**config.mk**
```make
export PLATFORM = sky130hd
export DESIGN_NAME = dbg_match_unit
export DESIGN_NICKNAME = d
export VERILOG_FILES = /design/src/rtl/dbgm_pkg.sv /design/src/rtl/dbgm_regbank.sv /design/src/rtl/dbgm_ctxlink.sv /design/src/rtl/dbgm_qualify.sv /design/src/rtl/dbg_match_unit.sv
export SDC_FILE = /design/constraint.sdc
export NUM_CORES = 1
export LEC_CHECK = 0
export ABC_AREA = 1
export BUFFER_PORTS_ARGS = -buffer_cell sky130_fd_sc_hd__buf_2
export CAP_MARGIN = 10
export CORE_MARGIN = 2
export CORE_UTILIZATION = 54
export CTS_CLUSTER_SIZE = 25
export DETAILED_ROUTE_END_ITERATION = 10
export MAX_ROUTING_LAYER = met4
export PLACE_DENSITY_LB_ADDON = 0.3
export SETUP_SLACK_MARGIN = 0.02
export SLEW_MARGIN = 40
export SYNTH_ARGS = -nofsm -noshare
export SYNTH_HDL_FRONTEND = slang
export SYNTH_SLANG_ARGS = --single-unit
```
**constraint.sdc**
```tcl
create_clock -name clk -period 1.5 [get_ports clk]
set_clock_uncertainty 0.2 [all_clocks]
set_input_delay 0.3 -clock clk [delete_from_list [all_inputs] [get_ports clk]]
set_output_delay 0.3 -clock clk [all_outputs]
set_load 0.1 [all_outputs]
```
**src/rtl/dbgm_pkg.sv**
```systemverilog
package dbgm_pkg;
    localparam int EN_BIT    = 0;
    localparam int PRIV1_BIT = 1;
    localparam int PRIV0_BIT = 2;
    localparam int HIGH_BIT  = 13;
    localparam int SEC_LO    = 14;
    localparam int LNK_LO    = 16;
    localparam int LNK_W     = 4;
    localparam int LINK_BIT  = 20;
    localparam int TYPE_LO   = 20;
    localparam int TYPE_W    = 4;
    localparam logic [TYPE_W-1:0] CTX_TYPE = 4'd3;

    function automatic logic sec_pass(input logic [1:0] sel, input logic is_sec);
        case (sel)
            2'd0:    return 1'b1;
            2'd2:    return is_sec;
            default: return !is_sec;
        endcase
    endfunction

    function automatic logic priv_pass(input logic [31:0] ctl, input logic [1:0] lvl);
        case (lvl)
            2'd0:    return ctl[PRIV0_BIT];
            2'd1:    return ctl[PRIV1_BIT];
            default: return ctl[HIGH_BIT];
        endcase
    endfunction
endpackage

```
**src/rtl/dbgm_regbank.sv**
```systemverilog
module dbgm_regbank #(
    parameter int NUM    = 4,
    parameter int DATA_W = 32,
    parameter int IDX_W  = 2
) (
    input  logic                       clk,
    input  logic                       rst_n,
    input  logic                       wr_en,
    input  logic                       wr_field,
    input  logic [IDX_W-1:0]           wr_idx,
    input  logic [DATA_W-1:0]          wr_data,
    output logic [NUM-1:0][DATA_W-1:0] ctrl,
    output logic [NUM-1:0][DATA_W-1:0] val
);
    typedef struct packed {
        logic [NUM-1:0][DATA_W-1:0] ctrl;
        logic [NUM-1:0][DATA_W-1:0] val;
    } bank_t;

    bank_t bank_d, bank_q;

    always_comb begin
        bank_d = bank_q;
        if (wr_en && (int'(wr_idx) < NUM)) begin
            if (wr_field) bank_d.val[wr_idx]  = wr_data;
            else          bank_d.ctrl[wr_idx] = wr_data;
        end
    end

    always_ff @(posedge clk) begin
        if (!rst_n) bank_q <= '0;
        else        bank_q <= bank_d;
    end

    assign ctrl = bank_q.ctrl;
    assign val  = bank_q.val;
endmodule

```
**src/rtl/dbgm_ctxlink.sv**
```systemverilog
module dbgm_ctxlink
    import dbgm_pkg::*;
#(
    parameter int NUM_BP  = 4,
    parameter int NUM_CTX = 2,
    parameter int DATA_W  = 32
) (
    input  logic [NUM_BP-1:0][DATA_W-1:0] bp_ctrl,
    input  logic [NUM_BP-1:0][DATA_W-1:0] bp_val,
    input  logic [1:0]                    cur_el,
    input  logic [DATA_W-1:0]             ctx_id,
    output logic [NUM_BP-1:0]             ctx_ok
);
    localparam int FIRST_CTX = NUM_BP - NUM_CTX;

    for (genvar j = 0; j < NUM_BP; j++) begin : g_slot
        if (j >= FIRST_CTX) begin : g_ctx
            assign ctx_ok[j] = bp_ctrl[j][EN_BIT]
                            && (bp_ctrl[j][TYPE_LO +: TYPE_W] == CTX_TYPE)
                            && (cur_el <= 2'd1)
                            && (bp_val[j] == ctx_id);
        end else begin : g_plain
            assign ctx_ok[j] = 1'b0;
        end
    end
endmodule

```
**src/rtl/dbgm_qualify.sv**
```systemverilog
module dbgm_qualify
    import dbgm_pkg::*;
#(
    parameter int NUM_BP = 4,
    parameter int DATA_W = 32
) (
    input  logic [DATA_W-1:0] ctrl,
    input  logic              raw_hit,
    input  logic [1:0]        eff_el,
    input  logic              secure,
    input  logic [NUM_BP-1:0] ctx_ok,
    output logic              match
);
    logic [LNK_W-1:0] lnk_idx;
    logic             lnk_sel;
    logic             lnk_pass;

    assign lnk_idx = ctrl[LNK_LO +: LNK_W];

    always_comb begin
        lnk_sel = 1'b0;
        for (int j = 0; j < NUM_BP; j++) begin
            if (lnk_idx == LNK_W'(j)) lnk_sel = ctx_okj(j);
        end
    end

    function automatic logic ctx_okj(input int j);
        return ctx_ok[j];
    endfunction

    assign lnk_pass = !ctrl[LINK_BIT] || lnk_sel;
    assign match    = ctrl[EN_BIT] && raw_hit
                   && sec_pass(ctrl[SEC_LO +: 2], secure)
                   && priv_pass(ctrl[31:0], eff_el)
                   && lnk_pass;
endmodule

```
**src/rtl/dbg_match_unit.sv**
```systemverilog
module dbg_match_unit
    import dbgm_pkg::*;
#(
    parameter int NUM_BP  = 4,
    parameter int NUM_WP  = 4,
    parameter int NUM_CTX = 2,
    parameter int DATA_W  = 32,
    parameter int IDX_W   = $clog2((NUM_BP > NUM_WP) ? NUM_BP : NUM_WP)
) (
    input  logic              clk,
    input  logic              rst_n,
    input  logic              wr_en,
    input  logic              wr_target,
    input  logic              wr_field,
    input  logic [IDX_W-1:0]  wr_idx,
    input  logic [DATA_W-1:0] wr_data,
    input  logic              chk_valid,
    input  logic [DATA_W-1:0] chk_pc,
    input  logic [NUM_WP-1:0] wp_hit,
    input  logic              wp_user,
    input  logic [1:0]        cur_el,
    input  logic              secure,
    input  logic [DATA_W-1:0] ctx_id,
    input  logic              dbg_enable,
    input  logic              dbg_allowed,
    output logic              res_valid,
    output logic              bp_match,
    output logic              wp_match
);
    typedef struct packed {
        logic vld;
        logic bp;
        logic wp;
    } res_t;

    logic [NUM_BP-1:0][DATA_W-1:0] bp_ctrl, bp_val;
    logic [NUM_WP-1:0][DATA_W-1:0] wp_ctrl, wp_val;
    logic [NUM_BP-1:0]             ctx_ok;
    logic [NUM_BP-1:0]             bp_hit_vec;
    logic [NUM_WP-1:0]             wp_hit_vec;
    logic [1:0]                    wp_el;
    res_t                          res_d, res_q;

    dbgm_regbank #(.NUM(NUM_BP), .DATA_W(DATA_W), .IDX_W(IDX_W)) u_bp_bank (
        .clk(clk), .rst_n(rst_n), .wr_en(wr_en && !wr_target), .wr_field(wr_field),
        .wr_idx(wr_idx), .wr_data(wr_data), .ctrl(bp_ctrl), .val(bp_val)
    );

    dbgm_regbank #(.NUM(NUM_WP), .DATA_W(DATA_W), .IDX_W(IDX_W)) u_wp_bank (
        .clk(clk), .rst_n(rst_n), .wr_en(wr_en && wr_target), .wr_field(wr_field),
        .wr_idx(wr_idx), .wr_data(wr_data), .ctrl(wp_ctrl), .val(wp_val)
    );

    dbgm_ctxlink #(.NUM_BP(NUM_BP), .NUM_CTX(NUM_CTX), .DATA_W(DATA_W)) u_ctx (
        .bp_ctrl(bp_ctrl), .bp_val(bp_val), .cur_el(cur_el), .ctx_id(ctx_id), .ctx_ok(ctx_ok)
    );

    assign wp_el = wp_user ? 2'd0 : cur_el;

    for (genvar i = 0; i < NUM_BP; i++) begin : g_bp
        dbgm_qualify #(.NUM_BP(NUM_BP), .DATA_W(DATA_W)) u_q (
            .ctrl(bp_ctrl[i]), .raw_hit(bp_val[i] == chk_pc), .eff_el(cur_el),
            .secure(secure), .ctx_ok(ctx_ok), .match(bp_hit_vec[i])
        );
    end

    for (genvar i = 0; i < NUM_WP; i++) begin : g_wp
        dbgm_qualify #(.NUM_BP(NUM_BP), .DATA_W(DATA_W)) u_q (
            .ctrl(wp_ctrl[i]), .raw_hit(wp_hit[i]), .eff_el(wp_el),
            .secure(secure), .ctx_ok(ctx_ok), .match(wp_hit_vec[i])
        );
    end

    always_comb begin
        res_d     = '0;
        res_d.vld = chk_valid;
        if (chk_valid && dbg_enable && dbg_allowed) begin
            res_d.bp = |bp_hit_vec;
            res_d.wp = |wp_hit_vec;
        end
    end

    always_ff @(posedge clk) begin
        if (!rst_n) res_q <= '0;
        else        res_q <= res_d;
    end

    assign res_valid = res_q.vld;
    assign bp_match  = res_q.bp;
    assign wp_match  = res_q.wp;


    res_follow_chk: assert property (@(posedge clk) disable iff (!rst_n)
        chk_valid |=> res_valid);


    idle_quiet_chk: assert property (@(posedge clk) disable iff (!rst_n)
        !chk_valid |=> (!res_valid && !bp_match && !wp_match));


    gate_off_chk: assert property (@(posedge clk) disable iff (!rst_n)
        (chk_valid && !(dbg_enable && dbg_allowed)) |=> (!bp_match && !wp_match));


    wp_nohit_chk: assert property (@(posedge clk) disable iff (!rst_n)
        (chk_valid && wp_hit == '0) |=> !wp_match);
endmodule

```
==> results of run 1 <==
-- worst reg2reg max path, stage by stage (launching register included) --
cell and delay [ns]:
dfxtp_2 0.33, xor2_1 0.14, nor2_1 0.16, nand2_1 0.11, nor2_2 0.14, nand2_2 0.11, nor2_4 0.12, buf_12 0.14
nand3_2 0.07, nand3_2 0.07, nand2_1 0.05, nand2_1 0.08, nor2_1 0.05, nor2_1 0.09
-- power by group through the flow --
stage / Clock [mW] / Sequential [mW] / Combinational, mW
after floorplan: 0 / 6.32 / 0.757
after global placement: 0 / 6.33 / 1.64
after detailed placement: 0 / 6.33 / 1.67
after CTS: 6.19 / 6.20 / 1.75
after global routing: 6.44 / 6.21 / 1.93
final: 6.20 / 6.21 / 1.83
-- worst paths after layout --
check	start	end	slack (ns)	cells after the start
min	wr_data[0]	u_bp_bank.val[0]	0.04	4
max	u_bp_bank.val[67]	bp_match	-0.43	13
max reg2reg	u_bp_bank.val[67]	bp_match	-0.43	13
min reg2reg	u_bp_bank.val[79]	u_bp_bank.val[79]	0.27	2
-- metal layers --
layer | track usage, % | part of all wire [%] | up-vias
li1 | - | - | 6079
met1 | 51.7 | 39 | 5928
met2 | 60.7 | 43 | 746
met3 | 8.21 | 12 | 171
met4 | 17.7 | 5.6 | 0
met5 | - | 0 | -
-- flip-flops by register name (all words and copies together), names as in the netlist --
signal          cells
u_wp_bank.ctrl     44
u_bp_bank.ctrl     50
bp_match            1
res_valid           1
wp_match            1
u_bp_bank.val     128
-- stage by stage --
stage	std cells	setup WS (ns)	cell area, sq um
detailed placement	2222	-0.677	13700
floorplan	1686	-0.0660	11100
global route	2292	-0.513	15000
global placement	2222	-0.636	13700
CTS	2291	-0.369	14900
finish	2293	-0.432	15000
-- cells by family (layout without fill, tap and decap cells) --
logic type / after synthesis / count (layout) / synth area share (%)
simple gates: 763 / 763 / 27.7
compound gates: 390 / 390 / 18.6
buf+inv: 249 / 585 / 8.52
flops: 225 / 225 / 40.5
xor+xnor: 59 / 59 / 4.65
other cells: 0 / 1 / 0
-- final cells by class --
| cell class | instances | area (sq um) | share of cell area [%] |
|---|---|---|---|
| multi-input cells | 1212 | 5810 | 38.8 |
| flip-flops and latches | 225 | 4540 | 30.3 |
| repair buffers | 371 | 2820 | 18.8 |
| clock buffers | 33 | 696 | 4.65 |
| inverters | 173 | 649 | 4.34 |
| well taps | 270 | 338 | 2.26 |
| clock inverters | 8 | 115 | 0.769 |
| diodes | 1 | 2.50 | 0.0167 |
-- timing repair --
item                                    4_1_cts  5_1_grt
pin swaps                                    25        5
hold endpoints to repair                     86        0
endpoints found under the setup margin        5        5
buffers inserted                              3        1
resized for setup                            36       25
hold buffers                                 25        0
-- layout by cell type, fill, tap and decap left out, drive strengths merged, types with 4 or more instances in the layout --
cell type	synthesis	final
nand3	45	45
a22o	6	6
nor4	13	13
buf	5	346
nand2	268	268
nor3	13	13
o21ai	240	240
o22ai	43	43
clkbuf	71	33
a22oi	4	4
nand4	15	15
a21oi	89	89
xor2	22	22
dlygate4sd3	0	25
nor2	404	404
clkinv	5	10
xnor2	37	37
o211ai	4	4
dfxtp	225	225
inv	168	168
==> impl_metrics.env, run 1 <==
export IMPL_status="finished, violations left"
export IMPL_violations="setup timing"
export IMPL_antenna_left=0
export IMPL_async_reset_ff_share_pct=0
export IMPL_drc=0
export IMPL_postSynthCellCount=1686
export IMPL_core_area_sq_um=20200
export IMPL_drt_wl_total_microns=43200
export IMPL_timing_fmax_mhz=518
export IMPL_cts_sinks=225
export IMPL_io_buffers=116
export IMPL_syn_to_final_growth_pct=34.7
export IMPL_yosys_cell_types_count=31
export IMPL_setup_violations=5
export IMPL_synth_area_leaders="dfxtp_1 41%, nor2_1 13%, o21ai_0 11%"
export IMPL_syn_num_nets=1800
export IMPL_post_route_period_util_pct=129
export IMPL_overflow=0
export IMPL_drive_gt1_share_pct=24.1
export IMPL_die_w_microns=147
export IMPL_synth_edf_count=0
export IMPL_fp_dieArea_sq_um=21700
export IMPL_path_buf_inv=1
export IMPL_p_int_mw=10.6
export IMPL_yosysMostFrequentCell="nor2_1"
export IMPL_path_delay_family="simple AND/OR/NAND/NOR gates"
export IMPL_hold_path_class="input port to flop"
export IMPL_grt_max_degree=64
export IMPL_synth_ff_type="dfxtp_1"
export IMPL_syn_area_per_cell_sq_um=6.59
export IMPL_ios=117
export IMPL_setup_ws_ns=-0.432
export IMPL_wire_per_inst_microns=18.8
export IMPL_required_ns=1.75
export IMPL_nFillCells=1583
export IMPL_yosysWarnings=0
export IMPL_swShare_pct=25.7
export IMPL_fin_tns_setup_ns=-1.03
export IMPL_cp_cell_sequence="xor2_1, nor2_1, nand2_1, nor2_2, nand2_2, nor2_4, buf_12, nand3_2, nand3_2, nand2_1, nand2_1, nor2_1, nor2_1"
export IMPL_powerDensity_nw_per_um2=951
export IMPL_max_stage_delay_ns=0.33
export IMPL_endpoint_kind="flop"
export IMPL_clockRootBuffer="clkbuf_16"
export IMPL_num_vias=12900
export IMPL_insertion_delay_ns=0.53
export IMPL_drt_first_pass_iters=7
export IMPL_gp_congestion=1.05
export IMPL_criticalPathCategory="flop to flop"
export IMPL_relSlewSlack_pct=65.4
export IMPL_grt_first_pass_wirelength_microns=65400
export IMPL_cp_data_arrival_time_ns=2.19
export IMPL_seq_power_share_pct=43.6
export IMPL_finalCriticalPeriod_ns=1.93
export IMPL_synth_cell_area_sq_um=11100
export IMPL_die_h_microns=147
export IMPL_finalHoldViolations=0
export IMPL_p_comb_share_pct=12.8
export IMPL_yosysSeqAreaShare_pct=40.5
export IMPL_ys_ff_latch=225
export IMPL_total_power_mw=14.2
export IMPL_avgViaCountPerCell=5.64
export IMPL_grt_pass1_vias=12000
export IMPL_synth_common_cells="395 x nor2_1, 266 x nand2_1, 238 x o21ai_0, 225 x dfxtp_1, 143 x inv_1"
export IMPL_path_max_fanout=8
export IMPL_utilization_pct=74.0
export IMPL_cts_tree="done"
export IMPL_ir_drop_uv=891
export IMPL_antenna_found_initial=0
export IMPL_rows=52
export IMPL_yosysTopAreaCell="dfxtp_1"
export IMPL_cts_htree_levels=1
export IMPL_p_leak_nw=6.75
export IMPL_power_switching_mw=3.66
export IMPL_cp_start_kind="flop"
export IMPL_clk_pin_slew_worst_paths_ns=0.07
export IMPL_cts_buffers=24
export IMPL_maxCapViolCount=0
export IMPL_nNetsFinal=2121
export IMPL_drt_iter0_drc=1514
export IMPL_clockPowerShare_pct=43.6
export IMPL_tightest_slew_ns=0.519
export IMPL_finalMaxSlewViolations=0
export IMPL_rsz0062_at_grt="yes"
export IMPL_start_util_pct=54.9
export IMPL_track_usage_pct=39.9
export IMPL_hold_slack_ns=0.0384
export IMPL_clockBufferDepth=3
export IMPL_crit_slowest_cell="dfxtp_2"
export IMPL_dpl_hpwl_microns=31100
export IMPL_synth_top_cell_area_share_pct=40.5
(Power assumes the default switching activity.)
==> run 2: changes to the inputs <==
--- a/config.mk
+++ b/config.mk
@@ -8,8 +8,10 @@
 export ABC_AREA = 1
 export BUFFER_PORTS_ARGS = -buffer_cell sky130_fd_sc_hd__buf_2
 export CAP_MARGIN = 10
+export CELL_PAD_IN_SITES_DETAIL_PLACEMENT = 1
+export CELL_PAD_IN_SITES_GLOBAL_PLACEMENT = 1
 export CORE_MARGIN = 2
-export CORE_UTILIZATION = 54
+export CORE_UTILIZATION = 41
 export CTS_CLUSTER_SIZE = 25
 export DETAILED_ROUTE_END_ITERATION = 10
 export MAX_ROUTING_LAYER = met4
@@ -18,4 +20,5 @@
 export SLEW_MARGIN = 40
 export SYNTH_ARGS = -nofsm -noshare
 export SYNTH_HDL_FRONTEND = slang
+export SYNTH_HIERARCHICAL = 1
 export SYNTH_SLANG_ARGS = --single-unit
==> impl_metrics.env, run 2 <==
export IMPL_status="finished, violations left"
export IMPL_violations="setup timing"
export IMPL_endpoint_kind="flop"
export IMPL_p_comb_share_pct=15.3
export IMPL_relSlewSlack_pct=60.5
export IMPL_drt_wl_total_microns=52600
export IMPL_finalMaxSlewViolations=0
export IMPL_clockRootBuffer="clkbuf_16"
export IMPL_p_leak_nw=8.01
export IMPL_drt_iter0_drc=860
export IMPL_drt_first_pass_iters=5
export IMPL_antenna_left=0
export IMPL_die_w_microns=187
export IMPL_criticalPathCategory="flop to flop"
export IMPL_drc=0
export IMPL_track_usage_pct=30.9
export IMPL_io_buffers=116
export IMPL_grt_first_pass_wirelength_microns=84300
export IMPL_clockBufferDepth=3
export IMPL_ios=117
export IMPL_hp_start="wr_data[15]"
export IMPL_finalHoldViolations=0
export IMPL_cp_start_kind="flop"
export IMPL_gp_congestion=0.934
export IMPL_dpl_hpwl_microns=37600
export IMPL_required_ns=1.78
export IMPL_start_util_pct=41.3
export IMPL_wire_per_inst_microns=17.1
export IMPL_syn_area_per_cell_sq_um=5.56
export IMPL_cts_buffers=27
export IMPL_avgViaCountPerCell=5.01
export IMPL_rows=67
export IMPL_largest_register_ffs=128
export IMPL_num_vias=15400
export IMPL_postSynthCellCount=2468
export IMPL_core_area_sq_um=33300
export IMPL_yosysWarnings=6
export IMPL_place_inst=2999
export IMPL_crit_start="u_bp_bank/val[87]"
export IMPL_mostFrequentLayoutCell="nand2_1"
export IMPL_cts_htree_levels=1
export IMPL_nFillCells=4683
export IMPL_cp_data_arrival_time_ns=2.59
export IMPL_grt_pass1_vias=16200
export IMPL_rsz0062_at_grt="yes"
export IMPL_utilization_pct=51.0
export IMPL_crit_slowest_cell="dfxtp_4"
export IMPL_synth_cell_area_sq_um=13700
export IMPL_die_h_microns=187
export IMPL_clockPowerShare_pct=43.1
export IMPL_setup_ws_ns=-0.809
export IMPL_power_switching_mw=4.27
export IMPL_path_max_fanout=5
export IMPL_setup_violations=6
export IMPL_path_delay_family="simple AND/OR/NAND/NOR gates"
export IMPL_insertion_delay_ns=0.55
export IMPL_overflow=0
export IMPL_max_stage_delay_ns=0.36
export IMPL_fp_dieArea_sq_um=35000
export IMPL_drive_gt1_share_pct=15.7
export IMPL_nNetsFinal=2729
export IMPL_maxCapViolCount=0
export IMPL_total_power_mw=15.0
export IMPL_finalCriticalPeriod_ns=2.31
export IMPL_mostFrequentLayoutCells="853 x nand2_1, 532 x nor2_1, 294 x inv_1"
export IMPL_path_buf_inv=3
export IMPL_place_ws_ns=-0.935
export IMPL_cts_sinks=225
export IMPL_ff_latch_area_sq_um=4570
export IMPL_hold_path_class="input port to flop"
export IMPL_cts_tree="done"
export IMPL_final_cell_count_no_fill=3082
export IMPL_antenna_found_initial=1
export IMPL_post_route_period_util_pct=154
export IMPL_p_int_mw=10.7
export IMPL_seq_power_share_pct=41.6
export IMPL_swShare_pct=28.5
export IMPL_cp_cell_sequence="buf_4, nand2_2, nand2_1, nor2_1, nand2_1, nor2_2, nand3_2, nor2_4, buf_12, nand2_2, nand3b_1, nand3_2, a21oi_2, or3_1, o21ai_1, inv_1"
export IMPL_worstReg2RegStart="u_bp_bank/val[87]"
export IMPL_powerDensity_nw_per_um2=882
export IMPL_tightest_slew_ns=0.592
export IMPL_grt_max_degree=89
export IMPL_clk_pin_slew_worst_paths_ns=0.06
export IMPL_multi_input_area_sq_um=7540
export IMPL_timing_fmax_mhz=433
export IMPL_syn_to_final_growth_pct=23.6
export IMPL_ir_drop_uv=699
[run 2: cell types whose count changed in the layout (fill, tap and decap cells not counted), sizes merged, moves of 10 or more]
cell    previous run  this run
nand2            268       862
o21ai            240        12
nand3             45       228
nor2             404       559
inv              168       314
buf              346       241
o22ai             43         0
a21oi             89        63
xnor2             37        14
nand4             15         0
nand3b             2        16
nor4              13         0
nor3              13         2
xor2              22        12
[run 2: cell type report]
class                   count  share of cell area [%]
inverters                 314                    7.02
diodes                      1                  0.0147
repair buffers            269                    13.3
flip-flops and latches    225                    26.9
clock buffers              36                    4.53
multi-input cells        1778                    44.4
well taps                 448                    3.30
clock inverters            11                   0.487
[run 2: worst paths after layout]
check                        endpoint  slack, ns  cells after the start
setup / recovery             bp_match      -0.81                     16
hold / removal    u_wp_bank/ctrl[111]      0.003                      5
setup reg to reg             bp_match      -0.81                     16
hold reg to reg    u_bp_bank/ctrl[82]       0.28                      2
[run 2: tightest hold or removal path: cells and delay by family]
kind / cells / cell delay (ns)
and+or+nand+nor: 3 / 0.21
buffers and inverters: 2 / 0.19
[run 2: power by group through the flow]
stage	sequential, mW	combinational [mW]	clock [mW]
floorplan	6.33	1.25	0
global placement	6.35	2.09	0
detailed placement	6.36	2.17	0
CTS	6.22	2.25	6.52
global route	6.24	2.54	6.78
finish	6.22	2.29	6.46
[run 2: stage by stage]
step           instance area (sq um)  hold WS (ns)  setup TNS, ns
3_5_place_dp                   15600         0.268         -48.90
6_report                       17000       0.00277          -1.85
4_1_cts                        16900       0.00147          -1.79
3_3_place_gp                   15600         0.262         -40.35
2_1_floorplan                  13800         0.212         -0.761
5_1_grt                        17000        0.0303          -2.21
[run 2: layer usage]
layer	track usage, %	share of wire (%)	vias to the layer above
met4	11.6	4.2	0
met2	54.5	50	358
met5	-	0	-
met1	35.6	42	7341
met3	4.03	4.4	133
li1	-	-	7613
[run 2: what timing repair did]
item / in CTS / in global routing
gates cloned: 0 / 0
pin swaps: 19 / 25
gates resized for setup: 44 / 31
endpoints found under the setup margin: 5 / 6
buffers inserted: 6 / 1
hold buffers: 28 / 0
hold endpoints to repair: 82 / 0
==> run 3: changes to the inputs <==
--- a/config.mk
+++ b/config.mk
@@ -11,7 +11,7 @@
 export CELL_PAD_IN_SITES_DETAIL_PLACEMENT = 1
 export CELL_PAD_IN_SITES_GLOBAL_PLACEMENT = 1
 export CORE_MARGIN = 2
-export CORE_UTILIZATION = 41
+export CORE_UTILIZATION = 49
 export CTS_CLUSTER_SIZE = 25
 export DETAILED_ROUTE_END_ITERATION = 10
 export MAX_ROUTING_LAYER = met4
==> constraint.sdc (replaced) <==
create_clock -name clk -period 2.78 [get_ports clk]
set_clock_uncertainty 0.2 [all_clocks]
set_input_delay 0.556 -clock clk [delete_from_list [all_inputs] [get_ports clk]]
set_output_delay 0.556 -clock clk [all_outputs]
set_load 0.1 [all_outputs]
==> impl_metrics.env, run 3 (same netlist as run 2, synthesis figures left out) <==
export IMPL_tightest_slew_ns=0.817
export IMPL_path_max_fanout=8
export IMPL_wire_per_inst_microns=17.9
export IMPL_cts_htree_levels=1
export IMPL_cts_setup_buffers=0
export IMPL_powerDensity_nw_per_um2=514
export IMPL_required_ns=3.09
export IMPL_clockBufferDepth=3
export IMPL_crit_end="wp_match"
export IMPL_antenna_left=0
export IMPL_endpoint_kind="flop"
export IMPL_avgViaCountPerCell=5.30
export IMPL_gp_congestion=0.919
export IMPL_clockRootBuffer="clkbuf_16"
export IMPL_cp_data_arrival_time_ns=2.89
export IMPL_finalCriticalPeriod_ns=2.58
export IMPL_cp_depth=15
export IMPL_nNetsFinal=2605
export IMPL_drc=0
export IMPL_final_cell_area_sq_um=15400
export IMPL_cts_buffers=26
export IMPL_crit_slowest_cell="dfxtp_1"
export IMPL_setup_violations=0
export IMPL_relSlewSlack_pct=45.3
export IMPL_grt_max_degree=99
export IMPL_clk_pin_slew_worst_paths_ns=0.06
export IMPL_hold_depth=5
export IMPL_rrSetupSlack_ns=0.20
export IMPL_syn_to_final_growth_pct=11.9
export IMPL_dpl_hpwl_microns=36200
export IMPL_drt_iter0_drc=1023
export IMPL_core_area_sq_um=27700
export IMPL_grt_pass1_vias=15800
export IMPL_timing_fmax_mhz=387
export IMPL_fp_dieArea_sq_um=29400
export IMPL_insertion_delay_ns=0.57
export IMPL_mostFrequentLayoutCells="862 x nand2_1, 545 x nor2_1, 297 x inv_1"
export IMPL_mostFrequentLayoutCell="nand2_1"
export IMPL_maxCapViolCount=0
export IMPL_cp_cell_sequence="inv_1, nand2_1, o21ai_0, or2_0, nor2_1, nand3_1, nor2_1, buf_12, nand2_1, nand3b_1, nand3_2, a21oi_2, or3_1, o21ai_0, inv_1"
export IMPL_cts_tree="done"
export IMPL_grt_first_pass_wirelength_microns=81300
export IMPL_p_leak_nw=7.25
export IMPL_post_route_period_util_pct=92.9
export IMPL_criticalPathCategory="flop to flop"
export IMPL_largest_register_ffs=128
export IMPL_hold_path_class="input port to flop"
export IMPL_overflow=0
export IMPL_track_usage_pct=36.2
export IMPL_antenna_found_initial=2
export IMPL_path_delay_family="simple AND/OR/NAND/NOR gates"
export IMPL_crit_start="u_bp_bank/val[91]"
export IMPL_io_buffers=116
export IMPL_die_h_microns=171
export IMPL_cts_sinks=225
export IMPL_drt_first_pass_iters=6
export IMPL_fin_tns_setup_ns=0
export IMPL_rows=61
export IMPL_drt_wl_total_microns=51700
export IMPL_num_vias=15300
export IMPL_drive_gt1_share_pct=9.44
export IMPL_r2r_end="wp_match"
export IMPL_cp_start_kind="flop"
export IMPL_finalHoldViolations=0
export IMPL_max_stage_delay_ns=0.53
export IMPL_placed_cell_area_sq_um=14500
export IMPL_die_w_microns=171
export IMPL_ff2ff_path_depth=15
export IMPL_ios=117
export IMPL_ir_drop_uv=408
export IMPL_worstReg2RegStart="u_bp_bank/val[91]"
export IMPL_start_util_pct=49.6
export IMPL_status="complete, no violations"
export IMPL_path_buf_inv=3
export IMPL_rsz0062_at_grt="no"
export IMPL_nFillCells=4081
export IMPL_finalMaxSlewViolations=0
==> run 3: cell types whose count changed in the layout (fill, tap and decap cells not counted), sizes merged <==
cell / change
buf: -96
bufinv: -1
clkbuf: +4
clkinv: -3
diode: +1
dlygate4sd3: -27
==> run 3: what timing repair did <==
| item | 4_1_cts | 5_1_grt |
|---|---|---|
| setup endpoints to repair | 0 | 1 |
| hold endpoints to repair | 1 | 0 |
| gates resized for setup | 0 | 3 |
| hold buffers | 1 | 0 |
==> run 3: final cells by class <==
cell class                 count  area (sq um)  share of cell area (%)
sequential                   225          4510                    29.3
clock buffer                  40           783                    5.10
antenna                        2          5.00                  0.0326
clock inverter                 7          62.6                   0.407
multi-input combinational   1778          7400                    48.2
inverter                     314          1180                    7.69
timing repair buffer         146           952                    6.20
tap                          378           473                    3.08
==> run 3: through the flow <==
| stage | utilization [%] | total power [mW] | std cells | setup WS, ns | hold slack, ns |
|---|---|---|---|---|---|
| 3_3_place_gp | 52.3 | 4.43 | 2840 | 0.115 | 0.263 |
| 3_5_place_dp | 52.3 | 4.48 | 2840 | 0.0222 | 0.273 |
| 5_1_grt | 55.5 | 8.17 | 2890 | 0.0817 | 0.202 |
| 6_report | 55.5 | 7.89 | 2890 | 0.198 | 0.161 |
| 2_1_floorplan | - | 4.08 | 2469 | 0.542 | 0.252 |
| 4_1_cts | 55.4 | 7.90 | 2888 | 0.267 | 0.144 |
==> run 3: worst min-delay path by stage <==
stage	slack, ns	endpoint	start
6_report	0.16	u_bp_bank/val[99]	wr_data[3]
5_1_grt	0.20	u_bp_bank/val[35]	wr_data[3]
4_1_cts	0.14	u_bp_bank/val[99]	wr_data[3]
3_5_place_dp	0.27	u_bp_bank/ctrl[97]	u_bp_bank/ctrl[97]
3_3_place_gp	0.26	u_wp_bank/ctrl[111]	u_wp_bank/ctrl[111]
2_1_floorplan	0.25	u_bp_bank/ctrl[15]	u_bp_bank/ctrl[15]
==> run 3: worst min-delay path, cell delays in order <==
cell and delay [ns]:
buf_2 0.07, inv_1 0.06, nand2_1 0.08, nand2_1 0.05
nor2_1 0.07
==> run 3: metal layers <==
metal,part of all wire (%),track usage (%),vias up
li1,-,-,7369
met1,41,42.0,7317
met2,48,61.1,493
met3,6.3,5.91,147
met4,5.1,17.6,0
met5,0,-,-
==> run 3: power breakdown <==
part	internal [mW]	switching, mW	total [mW]
registers	3.30	0.0677	3.36
clock network	1.94	1.50	3.44
logic	0.338	0.751	1.09
